--- config.mk ---
export PLATFORM = sky130hd
export DESIGN_NAME = gpio_irq_ctrl
export DESIGN_NICKNAME = d
export VERILOG_FILES = /design/src/rtl/gpio_irq_pkg.sv /design/src/rtl/gpio_irq_sync.sv /design/src/rtl/gpio_irq_detect.sv /design/src/rtl/gpio_irq_regs.sv /design/src/rtl/gpio_irq_ctrl.sv
export SDC_FILE = /design/constraint.sdc
export NUM_CORES = 1
export LEC_CHECK = 0
export ABC_CLOCK_PERIOD_IN_PS = 1450
export BUFFER_PORTS_ARGS = -buffer_cell sky130_fd_sc_hd__buf_2
export CAP_MARGIN = 20
export CORE_MARGIN = 1
export CORE_UTILIZATION = 29
export CTS_CLUSTER_SIZE = 28
export DETAILED_ROUTE_END_ITERATION = 7
export GPL_TIMING_DRIVEN = 0
export MAX_ROUTING_LAYER = met4
export PLACE_DENSITY = 0.49
export SLEW_MARGIN = 25
export SYNTH_ARGS = -nofsm -noshare
export SYNTH_HDL_FRONTEND = slang
export SYNTH_SLANG_ARGS = --single-unit
--- constraint.sdc ---
create_clock -name clk -period 1.45 [get_ports clk]
set_input_delay 0.2175 -clock clk [delete_from_list [all_inputs] [get_ports clk]]
set_output_delay 0.2175 -clock clk [all_outputs]
set_load 0.01 [all_outputs]
--- src/rtl/gpio_irq_pkg.sv ---
package gpio_irq_pkg;
  localparam int ADDR_W = 3;

  localparam logic [ADDR_W-1:0] A_PINS = 3'd0;
  localparam logic [ADDR_W-1:0] A_EN   = 3'd1;
  localparam logic [ADDR_W-1:0] A_TLO  = 3'd2;
  localparam logic [ADDR_W-1:0] A_THI  = 3'd3;
  localparam logic [ADDR_W-1:0] A_MASK = 3'd4;
  localparam logic [ADDR_W-1:0] A_POST = 3'd5;
  localparam logic [ADDR_W-1:0] A_SWEN = 3'd6;

  typedef enum logic [1:0] {
    EV_NONE   = 2'b00,
    EV_FALL   = 2'b01,
    EV_RISE   = 2'b10,
    EV_CHANGE = 2'b11
  } evt_kind_e;
endpackage

--- src/rtl/gpio_irq_sync.sv ---
module gpio_irq_sync #(
  parameter int W      = 8,
  parameter int STAGES = 2
) (
  input  logic         clk,
  input  logic         rst,
  input  logic [W-1:0] din,
  output logic [W-1:0] dout
);
  logic [W-1:0] stg [STAGES];

  genvar g;
  generate
    for (g = 0; g < STAGES; g++) begin : g_stage
      if (g == 0) begin : g_first
        always_ff @(posedge clk) begin
          if (rst) stg[g] <= '0;
          else     stg[g] <= din;
        end
      end else begin : g_next
        always_ff @(posedge clk) begin
          if (rst) stg[g] <= '0;
          else     stg[g] <= stg[g-1];
        end
      end
    end
  endgenerate

  assign dout = stg[STAGES-1];
endmodule

--- src/rtl/gpio_irq_detect.sv ---
module gpio_irq_detect
  import gpio_irq_pkg::*;
#(
  parameter int W = 8
) (
  input  logic         clk,
  input  logic         rst,
  input  logic [W-1:0] pins,
  input  logic [W-1:0] last_rd,
  input  logic [W-1:0] en,
  input  logic [W-1:0] tsel_lo,
  input  logic [W-1:0] tsel_hi,
  input  logic [W-1:0] dig_off,
  output logic [W-1:0] evt
);
  logic [W-1:0] prev_q;

  always_ff @(posedge clk) begin
    if (rst) prev_q <= '0;
    else     prev_q <= pins;
  end

  genvar n;
  generate
    for (n = 0; n < W; n++) begin : g_pin
      evt_kind_e kind;
      logic      hit;
      assign kind = evt_kind_e'({tsel_hi[n], tsel_lo[n]});
      always_comb begin
        unique case (kind)
          EV_FALL:   hit = prev_q[n] & ~pins[n];
          EV_RISE:   hit = ~prev_q[n] & pins[n];
          EV_CHANGE: hit = pins[n] ^ last_rd[n];
          default:   hit = 1'b0;
        endcase
      end
      assign evt[n] = hit & en[n] & ~dig_off[n];
    end
  endgenerate
endmodule

--- src/rtl/gpio_irq_regs.sv ---
module gpio_irq_regs
  import gpio_irq_pkg::*;
#(
  parameter int W        = 8,
  parameter int GPIO_BIT = 5
) (
  input  logic              clk,
  input  logic              rst,
  input  logic              reg_wr,
  input  logic              reg_rd,
  input  logic [ADDR_W-1:0] reg_addr,
  input  logic [W-1:0]      reg_wdata,
  output logic [W-1:0]      reg_rdata,
  input  logic [W-1:0]      pins,
  input  logic [W-1:0]      dig_off,
  input  logic              pend,
  output logic [W-1:0]      en_q,
  output logic [W-1:0]      tlo_q,
  output logic [W-1:0]      thi_q,
  output logic [W-1:0]      last_rd_q,
  output logic              mask_on,
  output logic              sw_en,
  output logic              sw_clr,
  output logic              sw_set
);
  logic [W-1:0] mask_q;
  logic         swen_q;
  logic [W-1:0] pins_vis;
  logic [W-1:0] rd_mux;
  logic         post_wr;

  assign pins_vis = pins & ~dig_off;
  assign post_wr  = reg_wr && (reg_addr == A_POST);
  assign sw_clr   = post_wr && !swen_q && !reg_wdata[GPIO_BIT];
  assign sw_set   = post_wr &&  swen_q &&  reg_wdata[GPIO_BIT];
  assign mask_on  = mask_q[GPIO_BIT];
  assign sw_en    = swen_q;

  always_ff @(posedge clk) begin
    if (rst) begin
      en_q   <= '0;
      tlo_q  <= '0;
      thi_q  <= '0;
      mask_q <= '0;
      swen_q <= 1'b0;
    end else if (reg_wr) begin
      case (reg_addr)
        A_EN:    en_q   <= reg_wdata;
        A_TLO:   tlo_q  <= reg_wdata;
        A_THI:   thi_q  <= reg_wdata;
        A_MASK:  mask_q <= reg_wdata;
        A_SWEN:  swen_q <= reg_wdata[0];
        default: ;
      endcase
    end
  end

  always_comb begin
    rd_mux = '0;
    case (reg_addr)
      A_PINS: rd_mux = pins_vis;
      A_EN:   rd_mux = en_q;
      A_TLO:  rd_mux = tlo_q;
      A_THI:  rd_mux = thi_q;
      A_MASK: rd_mux = mask_q;
      A_POST: rd_mux[GPIO_BIT] = pend;
      A_SWEN: rd_mux[0] = swen_q;
      default: rd_mux = '0;
    endcase
  end

  always_ff @(posedge clk) begin
    if (rst) begin
      reg_rdata <= '0;
      last_rd_q <= '0;
    end else if (reg_rd) begin
      reg_rdata <= rd_mux;
      if (reg_addr == A_PINS) last_rd_q <= pins_vis;
    end
  end
endmodule

--- src/rtl/gpio_irq_ctrl.sv ---
module gpio_irq_ctrl
  import gpio_irq_pkg::*;
#(
  parameter int NUM_PINS    = 8,
  parameter int GPIO_BIT    = 5,
  parameter int SYNC_STAGES = 2
) (
  input  logic                clk,
  input  logic                rst,
  input  logic [NUM_PINS-1:0] pad_in,
  input  logic [NUM_PINS-1:0] pin_dig_off,
  input  logic                reg_wr,
  input  logic                reg_rd,
  input  logic [ADDR_W-1:0]   reg_addr,
  input  logic [NUM_PINS-1:0] reg_wdata,
  output logic [NUM_PINS-1:0] reg_rdata,
  output logic                irq_to_cpu
);
  logic [NUM_PINS-1:0] pins_s;
  logic [NUM_PINS-1:0] en_q, tlo_q, thi_q, last_rd_q;
  logic [NUM_PINS-1:0] evt_vec;
  logic                mask_on, sw_en, sw_clr, sw_set;
  logic                pending_q;
  logic                irq_q;

  gpio_irq_sync #(.W(NUM_PINS), .STAGES(SYNC_STAGES)) sync_i (
    .clk(clk), .rst(rst), .din(pad_in), .dout(pins_s)
  );

  gpio_irq_regs #(.W(NUM_PINS), .GPIO_BIT(GPIO_BIT)) regs_i (
    .clk(clk), .rst(rst),
    .reg_wr(reg_wr), .reg_rd(reg_rd), .reg_addr(reg_addr),
    .reg_wdata(reg_wdata), .reg_rdata(reg_rdata),
    .pins(pins_s), .dig_off(pin_dig_off), .pend(pending_q),
    .en_q(en_q), .tlo_q(tlo_q), .thi_q(thi_q), .last_rd_q(last_rd_q),
    .mask_on(mask_on), .sw_en(sw_en), .sw_clr(sw_clr), .sw_set(sw_set)
  );

  gpio_irq_detect #(.W(NUM_PINS)) det_i (
    .clk(clk), .rst(rst), .pins(pins_s), .last_rd(last_rd_q),
    .en(en_q), .tsel_lo(tlo_q), .tsel_hi(thi_q), .dig_off(pin_dig_off),
    .evt(evt_vec)
  );

  // Event sets take priority over a software clear in the same cycle.
  always_ff @(posedge clk) begin
    if (rst) begin
      pending_q <= 1'b0;
      irq_q     <= 1'b0;
    end else begin
      pending_q <= (pending_q & ~sw_clr) | (|evt_vec) | sw_set;
      irq_q     <= pending_q & mask_on;
    end
  end

  assign irq_to_cpu = irq_q;
endmodule

## Word level (Yosys, flattened, before mapping)

Memories as Yosys holds them, arrays and structs flattened.
Cells that the tools add are included.

| cells by class | value |
|---|---|
| $mul | 0 |
| multiplexer cells | 17 |
| add/sub/neg operators | 0 |
| reductions and logical operators | 15 |
| bitwise operators | 73 |
| order comparisons | 0 |
| divide/modulo/power cells | 0 |
| shift operators | 0 |
| equal/unequal tests | 30 |

Operators by type and width:

| cell | number |
|---|---|
| bitwise AND 1 bit | 34 |
| == test 2 bit (second input constant) | 16 |
| NOT 1 bit | 25 |
| one-hot mux 1 bit (3 select lines) | 8 |
| one-hot mux 4 bit (5 select lines) | 1 |
| == test 2 x 1 -> 1 bit (second input constant) | 8 |
| two-way mux 8 bit | 2 |
| one-hot mux 1 bit (6 select lines) | 2 |
| AND reduction 2 bit | 6 |
| one-hot mux 2 bit (5 select lines) | 1 |
| == test 3 bit (second input constant) | 3 |
| bitwise AND 8 bit | 1 |
| NOT 8 bit | 1 |
| OR reduction 8 bit | 1 |
| bitwise XOR 1 bit | 8 |
| == test 3 x 2 -> 1 bit (second input constant) | 2 |
| logical AND 1 bit | 5 |
| bitwise OR 1 bit | 4 |
| == test 3 x 1 -> 1 bit (second input constant) | 1 |
| zero test 3 bit | 1 |
| two-way mux 1 bit | 3 |
| zero test 1 bit | 2 |

| storage, ports and cells | value |
|---|---|
| flip-flop bits (word level) | 59 |
| bits in latches | 0 |
| ROM bits | 0 |
| output and inout port bits | 9 |
| logic and storage cells | 146 |
| bits in writable memories | 16 |
| bits of input ports | 31 |
| memories | 1 |

Memories:

| name | words | width | rd ports | clocked after Yosys merged registers in | wr ports | line | source |
|---|---|---|---|---|---|---|---|
| sync_i.stg | 2 | 8 | 2 | 0 | 2 | gpio_irq_sync.sv:10 | `logic [W-1:0] stg [STAGES];` |

## Depth between registers and ports, before layout

Gate-level depths: netlist (run 1).

| depth | value |
|---|---|
| word-level depth | 8 |
| gate-level depth with buffers | 7 |
| depth with buffers taken out | 5 |

## By module

From an unflattened synthesis (run 1), not the netlist that was laid out.

| unflattened totals | value |
|---|---|
| cells, all modules | 358 |
| area, all modules | 3443.3 µm² |

Modules (own cells, without submodules):

| module | cells each | instances | area an instance (µm²) |
|---|---|---|---|
| gpio_irq_regs | 252 | 1 | 2304.7 |
| gpio_irq_detect | 64 | 1 | 590.6 |
| gpio_irq_sync | 33 | 1 | 464.2 |
| gpio_irq_ctrl | 9 | 1 | 83.8 |

## Worst setup path before layout (run 1)

OpenSTA, ideal clock, no wires.

| timing | value |
|---|---|
| path type | register to register |
| start | mem sync_i.stg[1][0] |
| end | reg pending_q |
| cell stages (with the launch flop) | 6 |
| arrival time | 1.118 ns |
| required time | 1.317 ns |
| library setup time | 0.133 ns |
| slack | 0.199 ns |
| cell sequence | dfxtp_1 > xor2_1 > a311oi_1 > nor3b_1 > nor4_1 > a31oi_1 |

RTL lines:

| element | line | source |
|---|---|---|
| from (decl) | gpio_irq_sync.sv:10 |  |
| to (signal assigned) | gpio_irq_ctrl.sv:51 | `pending_q <= (pending_q & ~sw_clr) \| (\|evt_vec) \| sw_set;` |
| to (decl) | gpio_irq_ctrl.sv:23 | `logic pending_q;` |

## Worst setup path in the final report (run 1)

| timing | value |
|---|---|
| start | reg regs_i.tlo_q[0] |
| end | reg pending_q |

| on the way | value |
|---|---|
| word-level cells in the longest chain between the ends | 7 |

Ends and longest elaborated chain:

| element | line | source |
|---|---|---|
| from (decl) | gpio_irq_regs.sv:18 | `output logic [W-1:0] tlo_q,` |
| from (signal assigned) | gpio_irq_regs.sv:49 | `A_TLO: tlo_q <= reg_wdata;` |
| == test 2 bit / == test 2 x 1 -> 1 bit (equally long branches) | gpio_irq_detect.sv:30 | `unique case (kind)` |
| one-hot mux 1 bit (3 select lines) (*) | gpio_irq_detect.sv:30 |  |
| bitwise AND 1 bit (*) (2 in a row) | gpio_irq_detect.sv:37 | `assign evt[n] = hit & en[n] & ~dig_off[n];` |
| OR reduction 8 bit (*) | gpio_irq_ctrl.sv:51 |  |
| bitwise OR 1 bit (*) (2 in a row) | gpio_irq_ctrl.sv:51 |  |

Every way passes the cells marked *; elsewhere a longest branch is shown, timed or not.
A chain may end at the register's enable or synchronous reset.

==> summary.txt, run 1 <==
Detailed routing
  – TritonRoute pass-1 iters: 4
  – Initial drt markers: between 100 and 150
  – DR vias/cell: around 4.9
  – Routed WL per cell: approximately 16 µm
  – Drt drc: 0
  – Vias: roughly 2800
  – WL final: around 9100 µm
  – Final ANT Viol Nets: 0

Final layout
  – Layout cell share with drive strength beyond 1: 0.205
  – Layout net count: approximately 450
  – # diodes: 0
  – Most frequent cells in the layout: dfxtp_1 (68), nand2_1 (52), a21oi_1 (46)
  – Post-route cell area: 0.00404 mm²
  – Commonest non-fill, non-tap cell in the layout: dfxtp_1
  – Syn-to-layout area delta: 23.6%
  – Final-layout fill cell count: roughly 1100

Synthesis
  – Synth unique cells: 33
  – Top post-synthesis cells by area: dfxtp_1 (46%), a21oi_1 (7.0%), nand2_1 (6.0%), nor2b_1 (5.9%), mux2i_1 (5.8%)
  – Post-Syn Instances: between 300 and 400
  – Area share of the largest cell type after synthesis: 0.459
  – Flops & latches, synth: 75
  – Post-synthesis sequential area ratio: 0.459
  – Post-synth top area cell: dfxtp_1
  – Yosys Warn Count: 0
  – Syn_nets: 398
  – Post-synthesis area per instance: 8.92 µm²
  – Synthesized cell area: around 0.0033 mm²

Floorplanning
  – DIE AREA: between 0.01 and 0.015 mm²
  – Row cnt: 38
  – Die H: approximately 110 µm
  – Io pins: 40
  – Core Region: 0.0109 mm²
  – Die W: between 100 and 150 µm
  – Initial core utilization: 0.299

Clocking
  – CTS Buffer Depth: 2
  – CTS tree: done
  – Clock latency on the worst-skew pair: 0.34 ns
  – CTS hold repair buffers: 0
  – # H-tree levels: 3
  – CTS Root Cell: clkbuf_16
  – Num CTS Buffers: 9
  – Worst-path clk slew: ~0.06 ns
  – Clk sinks: between 70 and 80

Global routing
  – Largest net degree at the start of global routing: 13
  – GRT Max-Usage Layer: met2
  – Initial antenna violation count: 0
  – Total track usage: 0.172
  – GRT met1 Usage: 0.225
  – Grt met2 use: 0.257
  – First-pass GRT wire length: about 14000 µm
  – Vias in the first global route: 2538
  – Met3 Use GR: 0.0374
  – Remaining Overflow, GRT: 0

Setup path
  – Critical Path RT: about 1.7 ns
  – WS Path Type: flop to flop
  – Crit path max fanout: 5
  – WP buf/inv: 0
  – CP Capture Type: flop
  – Worst setup SP type: flop
  – CP Cell Sequence: nor4bb_1 > a311oi_1 > nor3b_2 > nor4_2 > a31oi_1
  – CP delay by family, top: simple AND/OR/NAND/NOR gates
  – Crit-path slowest cell: nor4_2
  – Crit-path max cell delay: ~0.35 ns
  – CP arrival: between 1.5 and 2 ns

Worst hold path
  – HP Class: input port to flop

Timing
  – Worst slew pin tran: 0.661 ns
  – Slew Viols, Final: 0
  – Worst slew margin relative to its limit: 0.560
  – Skew final: ~0.0088 ns
  – Count of final setup violators: 1
  – RSZ-0062 raised after global routing: true
  – Fin. Hold Viols: 0
  – Period utilization: 1.00
  – Final setup margin: -0.00392 ns
  – Fmax: roughly 0.69 GHz
  – Period minus WS final: approximately 1.5 ns
  – Setup TNS: -0.00392 ns

Pwr
  – Static Leak: between 1 and 1.5 nW
  – Cell Pwr Density: 1270 mW/mm²
  – Tot Pwr: just over 0.005 W
  – Peak VDD IR: about 0.55 mV

Placement
  – Post-DP HPWL: between 6000 and 7000 µm
  – Cell Area, Placed: roughly 0.0036 mm²
  – Gpl congestion: 0.819
  – Buffers on Ports: 36

Flow run
  – Max-Cap Viols: 0

Outcome
  – Outcome: complete, but fails checks
  – Failing checks: setup timing
==> cell type report <==
| type | instances | area [µm²] | area share |
|---|---|---|---|
| Timing Repair Buffer | 36 | 180 | 0.0446 |
| Clock inverter | 4 | 97.6 | 0.0241 |
| Sequential cell | 75 | 1510 | 0.373 |
| Tap cell | 140 | 175 | 0.0433 |
| Clock buffer | 12 | 246 | 0.0610 |
| Multi-Input combinational cell | 269 | 1720 | 0.425 |
| Buffer | 22 | 111 | 0.0275 |
| Inverter | 1 | 3.75 | 0.000928 |
==> sequential cells by signal (all words and copies together) (netlist names) <==
name,cells
irq_to_cpu,1
pending_q,1
regs_i.mask_q,8
regs_i.en_q,8
regs_i.reg_rdata,8
sync_i.stg,16
regs_i.sw_en,1
regs_i.thi_q,8
det_i.prev_q,8
regs_i.tlo_q,8
regs_i.last_rd_q,8
==> cells in the mapped netlist, drive strengths merged <==
cell	count
clkbuf	13
inv	1
dfxtp	75
a21oi	46
nand3	3
nor3b	22
nand2b	4
nor4bb	8
nor2	31
and2b	1
a311oi	4
a31oi	2
a22oi	2
nand3b	5
o21ai	2
a211oi	20
a222oi	1
and3	2
o211ai	1
xor2	8
a221oi	2
nor4	1
nor3	1
nand2	52
buf	9
mux2i	19
nand4b	1
nor2b	31
==> per-layer routing <==
layer	up-vias	part of all wire
li1	1377	-
met1	1301	0.48
met2	63	0.46
met3	9	0.050
met4	0	0.014
met5	-	0
==> metrics by stage <==
stage	util	hold WS, ns	std cells	setup slack (ns)
floorplan	-	0.346	367	0.199
global placement	0.332	0.415	543	-0.322
detailed placement	0.332	0.420	543	-0.320
CTS	0.365	0.0766	559	-0.0172
global route	0.370	0.0873	559	-0.0733
finish	0.370	0.0864	559	-0.00392
==> report_power, final <==
group,switching (W),internal [W]
sequential,0.0000402,0.00212
combinational,0.000229,0.000145
clock,0.000853,0.00173
==> timing repair <==
action / in CTS / in global routing
resized for setup: 4 / 15
setup buffers: 0 / 0
pin swaps: 2 / 3
setup endpoints to repair: 2 / 14
==> final timing paths <==
path | from | to | slack, ns | cells past startpoint
worst max-delay path | regs_i.tlo_q[0] | pending_q | -0.004 | 5
worst min-delay path | pad_in[3] | sync_i.stg[0][3] | 0.09 | 2
worst max register to register | regs_i.tlo_q[0] | pending_q | -0.004 | 5
worst min register to register | sync_i.stg[0][2] | sync_i.stg[1][2] | 0.43 | 1
==> cell families after synthesis <==
logic type | count (synthesis) | share of synthesized area
simple gates | 162 | 0.278
compound gates | 80 | 0.149
flops | 75 | 0.459
buf+inv | 23 | 0.0344
mux | 19 | 0.0581
xor+xnor | 8 | 0.0214
(Power assumes the default switching activity.)
==> inputs of run 2 (changes only) <==
- CORE_ASPECT_RATIO: unset -> 1.1
- GPL_TIMING_DRIVEN: 0 -> unset
==> run 2 against run 1 <==
  * The flow still finishes with violations (setup timing)
  * Core utilization is 0.78 points higher
  * Sequential share of layout area is 0.98 points lower
  * Register-to-register slack worse by 0.096 ns
  * Power is 5.5% lower
  * Non-clock buffer count is 6 higher
  * Maximum frequency is 6.2% lower
  * Global-route usage is 1.4 points lower
  * Final cell count is 2.3% higher
  * Die area hardly changed
  * First-iteration DRC count is 24% lower
  * Via count is 0.18% higher
  * Clock power is 12% lower
  * Highest routed layer unchanged
==> summary.txt, run 2 (synthesis gave the netlist of run 1 again) <==
Final layout
  – Core Util, Final: 0.378
  – Layout net count: between 400 and 500
  – Most flops, register: sync_i.stg
  – Final-layout fill cell count: 1115
  – Most frequent cells in the layout: dfxtp_1 (72), nand2_1 (52), a21oi_1 (46)
  – Layout cell share with drive strength beyond 1: 0.228
  – Commonest non-fill, non-tap cell in the layout: dfxtp_1
  – Post-route cell area: 0.00414 mm²
  – # diodes: 0
  – Number of flip-flops in the largest register: 16
  – Syn-to-layout area delta: 26.5%

Global routing
  – Met3 Use GR: 0.0208
  – Remaining Overflow, GRT: 0
  – Largest net degree at the start of global routing: 76
  – GRT met1 Usage: 0.205
  – Total track usage: 0.157
  – Grt met2 use: 0.226
  – Vias in the first global route: 2480
  – GRT Max-Usage Layer: met2
  – Initial antenna violation count: 0
  – First-pass GRT wire length: about 13000 µm

Timing
  – Count of final setup violators: 1
  – Worst slew pin tran: between 0.4 and 0.5 ns
  – Period utilization: 1.07
  – Minimum hold slack: about 0.077 ns
  – Period minus WS final: about 1.6 ns
  – Slew Viols, Final: 0
  – Setup TNS: -0.100 ns
  – Fin. Hold Viols: 0
  – RSZ-0062 raised after global routing: true
  – Fmax: roughly 0.65 GHz
  – Skew final: around 0.0045 ns
  – Final setup margin: -0.100 ns
  – Worst slew margin relative to its limit: 0.697

Detailed routing
  – WL final: between 8000 and 9000 µm
  – TritonRoute pass-1 iters: 4
  – DR vias/cell: 4.82
  – Routed WL per cell: 14.4 µm
  – Initial drt markers: 95
  – Drt drc: 0
  – Vias: roughly 2800
  – Final ANT Viol Nets: 0

Setup path
  – Worst setup SP type: flop
  – WS Path Type: flop to flop
  – CP arrival: roughly 1.8 ns
  – Crit path max fanout: 5
  – Critical Path RT: ~1.7 ns
  – CP Capture Type: flop
  – Slack of the worst reg-to-reg path: -0.10 ns

Pwr
  – Cell Pwr Density: 1170 mW/mm²
  – Static Leak: about 1.5 nW
  – Peak VDD IR: ~0.47 mV

Placement
  – Gpl congestion: between 0.7 and 0.8
  – Worst slack at placement: -0.171 ns
  – Buffers on Ports: 39
  – Cell Area, Placed: about 0.0038 mm²
  – Post-DP HPWL: about 5500 µm

Floorplanning
  – Die W: between 100 and 150 µm
  – DIE AREA: between 0.01 and 0.015 mm²
  – Initial core utilization: 0.299
  – Core Region: 0.0110 mm²
  – Die H: 113 µm
  – Row cnt: 40
  – Io pins: 40

Flow run
  – Max-Cap Viols: 0

Outcome
  – Outcome: complete, but fails checks
  – Failing checks: setup timing

Clocking
  – CTS Root Cell: clkbuf_16
  – CTS hold repair buffers: 0
  – Num CTS Buffers: 9
  – # H-tree levels: 3
  – Clk sinks: between 70 and 80
  – Worst-path clk slew: ~0.060 ns
  – CTS Buffer Depth: 2
  – Clock latency on the worst-skew pair: approximately 0.34 ns
  – CTS tree: done

Worst hold path
  – HP Class: input port to flop
[run 2: final cells by class]
type,instances,area (µm²),share of cell area
multi-input combinational,269,1680,0.407
timing repair buffer,64,458,0.111
inverter,1,3.75,0.000907
clock buffer,12,256,0.0620
sequential,75,1510,0.364
clock inverter,4,48.8,0.0118
tap,147,184,0.0444
[run 2: layer usage]
| metal | vias to the layer above | wire, µm |
|---|---|---|
| met2 | 48 | 3630 |
| met4 | 0 | 287 |
| met1 | 1294 | 4050 |
| li1 | 1396 | - |
| met3 | 17 | 267 |
| met5 | - | 0 |
[run 2: what timing repair did]
action                     in CTS  in global routing
setup endpoints to repair       3                  6
pin swaps                       2                  4
gates resized for setup         3                  5
setup buffers                   0                  0
[run 2: worst max-delay path: stages (launching register included)]
cell and delay (ns):
dfxtp_2 0.34, xor2_1 0.14, a21oi_1 0.12, mux2i_1 0.10, a222oi_1 0.46, buf_4 0.19
a31oi_1 0.07
[run 2: where the power goes]
group	total (W)	switching (W)	leakage [nW]	internal, W
Sequential	0.00216	0.0000390	0.612	0.00212
Clock	0.00228	0.000862	0.153	0.00142
Combinational	0.000390	0.000217	0.776	0.000173
Total	0.00484	0.00112	1.54	0.00372
[run 2: final timing paths]
| kind | from | end | cells after the start |
|---|---|---|---|
| setup / recovery | sync_i.stg[1][5] | pending_q | 6 |
| hold / removal | pad_in[2] | sync_i.stg[0][2] | 2 |
| setup reg to reg | sync_i.stg[1][5] | pending_q | 6 |
| hold reg to reg | sync_i.stg[0][7] | sync_i.stg[1][7] | 1 |
[run 2: stage by stage]
stage,std cells,total power (W)
2_1_floorplan,367,0.00241
3_3_place_gp,556,0.00259
3_5_place_dp,556,0.00259
4_1_cts,572,0.00489
5_1_grt,572,0.00504
6_report,572,0.00484
==> inputs of run 3 (changes only) <==
- BUFFER_PORTS_ARGS: -buffer_cell sky130_fd_sc_hd__buf_2 -> unset
- CTS_CLUSTER_SIZE: 28 -> unset
- DONT_BUFFER_PORTS: unset -> 1
- PLACE_DENSITY: 0.49 -> 0.46
==> run 3 against run 2 <==
  * The run still ends with setup timing left
  * Worst setup slack gained 0.083 ns
  * Via count fell by 4.7%
  * Clock skew rose by 0.0025 ns
  * Sequential cell count unchanged
  * Critical path depth shrank 1
  * Sequential power is essentially flat
  * Critical path type unchanged
  * Largest cell class unchanged
  * Largest power group unchanged
==> summary.txt, run 3 (synthesis gave the netlist of run 1 again) <==
Floorplanning
  – DIE AREA: around 0.012 mm²
  – Initial core utilization: 0.299
  – Io pins: 40
  – Die H: approximately 110 µm
  – Core Region: around 0.011 mm²
  – Die W: 103 µm
  – Row cnt: 40

Detailed routing
  – Final ANT Viol Nets: 0
  – WL final: between 8000 and 9000 µm
  – Drt drc: 0
  – Routed WL per cell: 15.6 µm
  – DR vias/cell: 4.85
  – TritonRoute pass-1 iters: 4
  – Vias: ~2600
  – Initial drt markers: between 90 and 100

Clocking
  – Clk sinks: 75
  – CTS Buffer Depth: 2
  – CTS tree: done
  – Clock latency on the worst-skew pair: 0.33 ns
  – Num CTS Buffers: 9
  – # H-tree levels: 3
  – Worst-path clk slew: 0.06 ns
  – CTS Root Cell: clkbuf_16
  – Post-CTS setup buffers: 0

Timing
  – Worst slew margin relative to its limit: 0.760
  – RSZ-0062 raised after global routing: true
  – Period utilization: 1.01
  – Slew Viols, Final: 0
  – Fmax: a little under 0.7 GHz
  – Fin. Hold Viols: 0
  – Count of final setup violators: 1
  – Final setup margin: -0.0173 ns
  – Period minus WS final: approximately 1.5 ns
  – Skew final: about 0.0070 ns
  – Setup TNS: -0.0173 ns
  – Worst slew pin tran: 0.360 ns

Final layout
  – Most frequent cells in the layout: dfxtp_1 (67), nand2_1 (52), a21oi_1 (46)
  – Post-route cell area: 0.00404 mm²
  – Layout net count: between 400 and 500
  – # diodes: 0
  – Commonest non-fill, non-tap cell in the layout: dfxtp_1
  – Syn-to-layout area delta: 23.5%
  – Layout cell share with drive strength beyond 1: 0.132
  – Core Util, Final: 0.369
  – Post-Layout Cell Count: 541
  – Most flops, register: sync_i.stg
  – Number of flip-flops in the largest register: 16

Pwr
  – Int Power: ~0.0037 W
  – Cell Pwr Density: 1180 mW/mm²
  – Static Leak: between 1 and 1.5 nW
  – Switch Pwr: 0.00102 W
  – Clock power frac: 0.490
  – Seq pwr share: 0.457
  – Peak VDD IR: between 0.4 and 0.5 mV
  – Logic pwr share: 0.053
  – Switching share of power: 0.214

Outcome
  – Outcome: complete, but fails checks
  – Failing checks: setup timing

Placement
  – Post-placement cell count: roughly 500
  – Cell Area, Placed: 0.00341 mm²
  – Gpl congestion: between 0.7 and 0.8
  – Worst slack at placement: -0.141 ns
  – Post-DP HPWL: between 5000 and 6000 µm
  – Buffers on Ports: 0

Setup path
  – CP arrival: between 1.5 and 2 ns
  – Critical Path RT: between 1.5 and 2 ns
  – WS Path Type: flop to flop
  – Crit path max fanout: 6
  – CP Capture Type: flop
  – Worst setup SP type: flop

Global routing
  – Initial antenna violation count: 0
  – Remaining Overflow, GRT: 0
  – First-pass GRT wire length: roughly 13000 µm
  – Largest net degree at the start of global routing: 55
  – Vias in the first global route: approximately 2600
  – Total track usage: 0.159

Flow run
  – Max-Cap Viols: 0

Worst hold path
  – HP Class: input port to flop
run 3: changes by cell type in the layout (fill, tap and decap cells not counted), sizes merged:
cell         previous run  this run
clkinvlp                0         2
buf                    64        10
dlygate4sd3             0        23
clkbuf                 12        13
clkinv                  3         0
run 3: cell type report:
cell class | instances | area (µm²)
clock buffers | 13 | 270
clock inverters | 3 | 45.0
fillers | 1133 | 6920
inverters | 1 | 3.75
multi-input cells | 269 | 1700
flip-flops and latches | 75 | 1510
well taps | 147 | 184
repair buffers | 33 | 325
run 3: layer usage:
metal	GRT usage	wire length (µm)	vias to the layer above
met1	0.209	4000	1234
met3	0.0374	531	9
met4	0.0667	106	0
met5	-	0	-
met2	0.232	3820	53
li1	-	-	1329
run 3: stage by stage:
step                power (W)  hold WS, ns
floorplan             0.00241        0.346
global placement      0.00239        0.297
finish                0.00475      0.00440
global route          0.00494      0.00616
CTS                   0.00483     0.000414
detailed placement    0.00240        0.297
run 3: repair_timing:
item                                    4_1_cts  5_1_grt
hold buffers                                 24        0
gates resized for setup                       5       12
endpoints found under the hold margin        75        0
pin swaps                                     6        6
endpoints found under the setup margin        1        9
run 3: worst paths after layout:
path                                  startpoint          endpoint  slack [ns]  depth (start not counted)
worst min-delay path                reg_wdata[3]   regs_i.thi_q[3]       0.004                          2
worst max register to register  sync_i.stg[1][3]         pending_q       -0.02                          5
worst max-delay path            sync_i.stg[1][3]         pending_q       -0.02                          5
worst min register to register  sync_i.stg[0][0]  sync_i.stg[1][0]        0.44                          1
run 3: power by group through the flow:
stage	logic, W	registers, W	clock network (W)
global placement	0.000177	0.00222	0
CTS	0.000249	0.00217	0.00241
detailed placement	0.000179	0.00222	0
finish	0.000250	0.00217	0.00233
global route	0.000278	0.00218	0.00248
floorplan	0.000206	0.00220	0
run 3: worst max-delay path, stage by stage (launching register included):
cell and delay [ns]:
dfxtp_2 0.34, xor2_1 0.15, a311oi_2 0.29, nor3b_2 0.10, nor4_2 0.34, a31oi_1 0.12
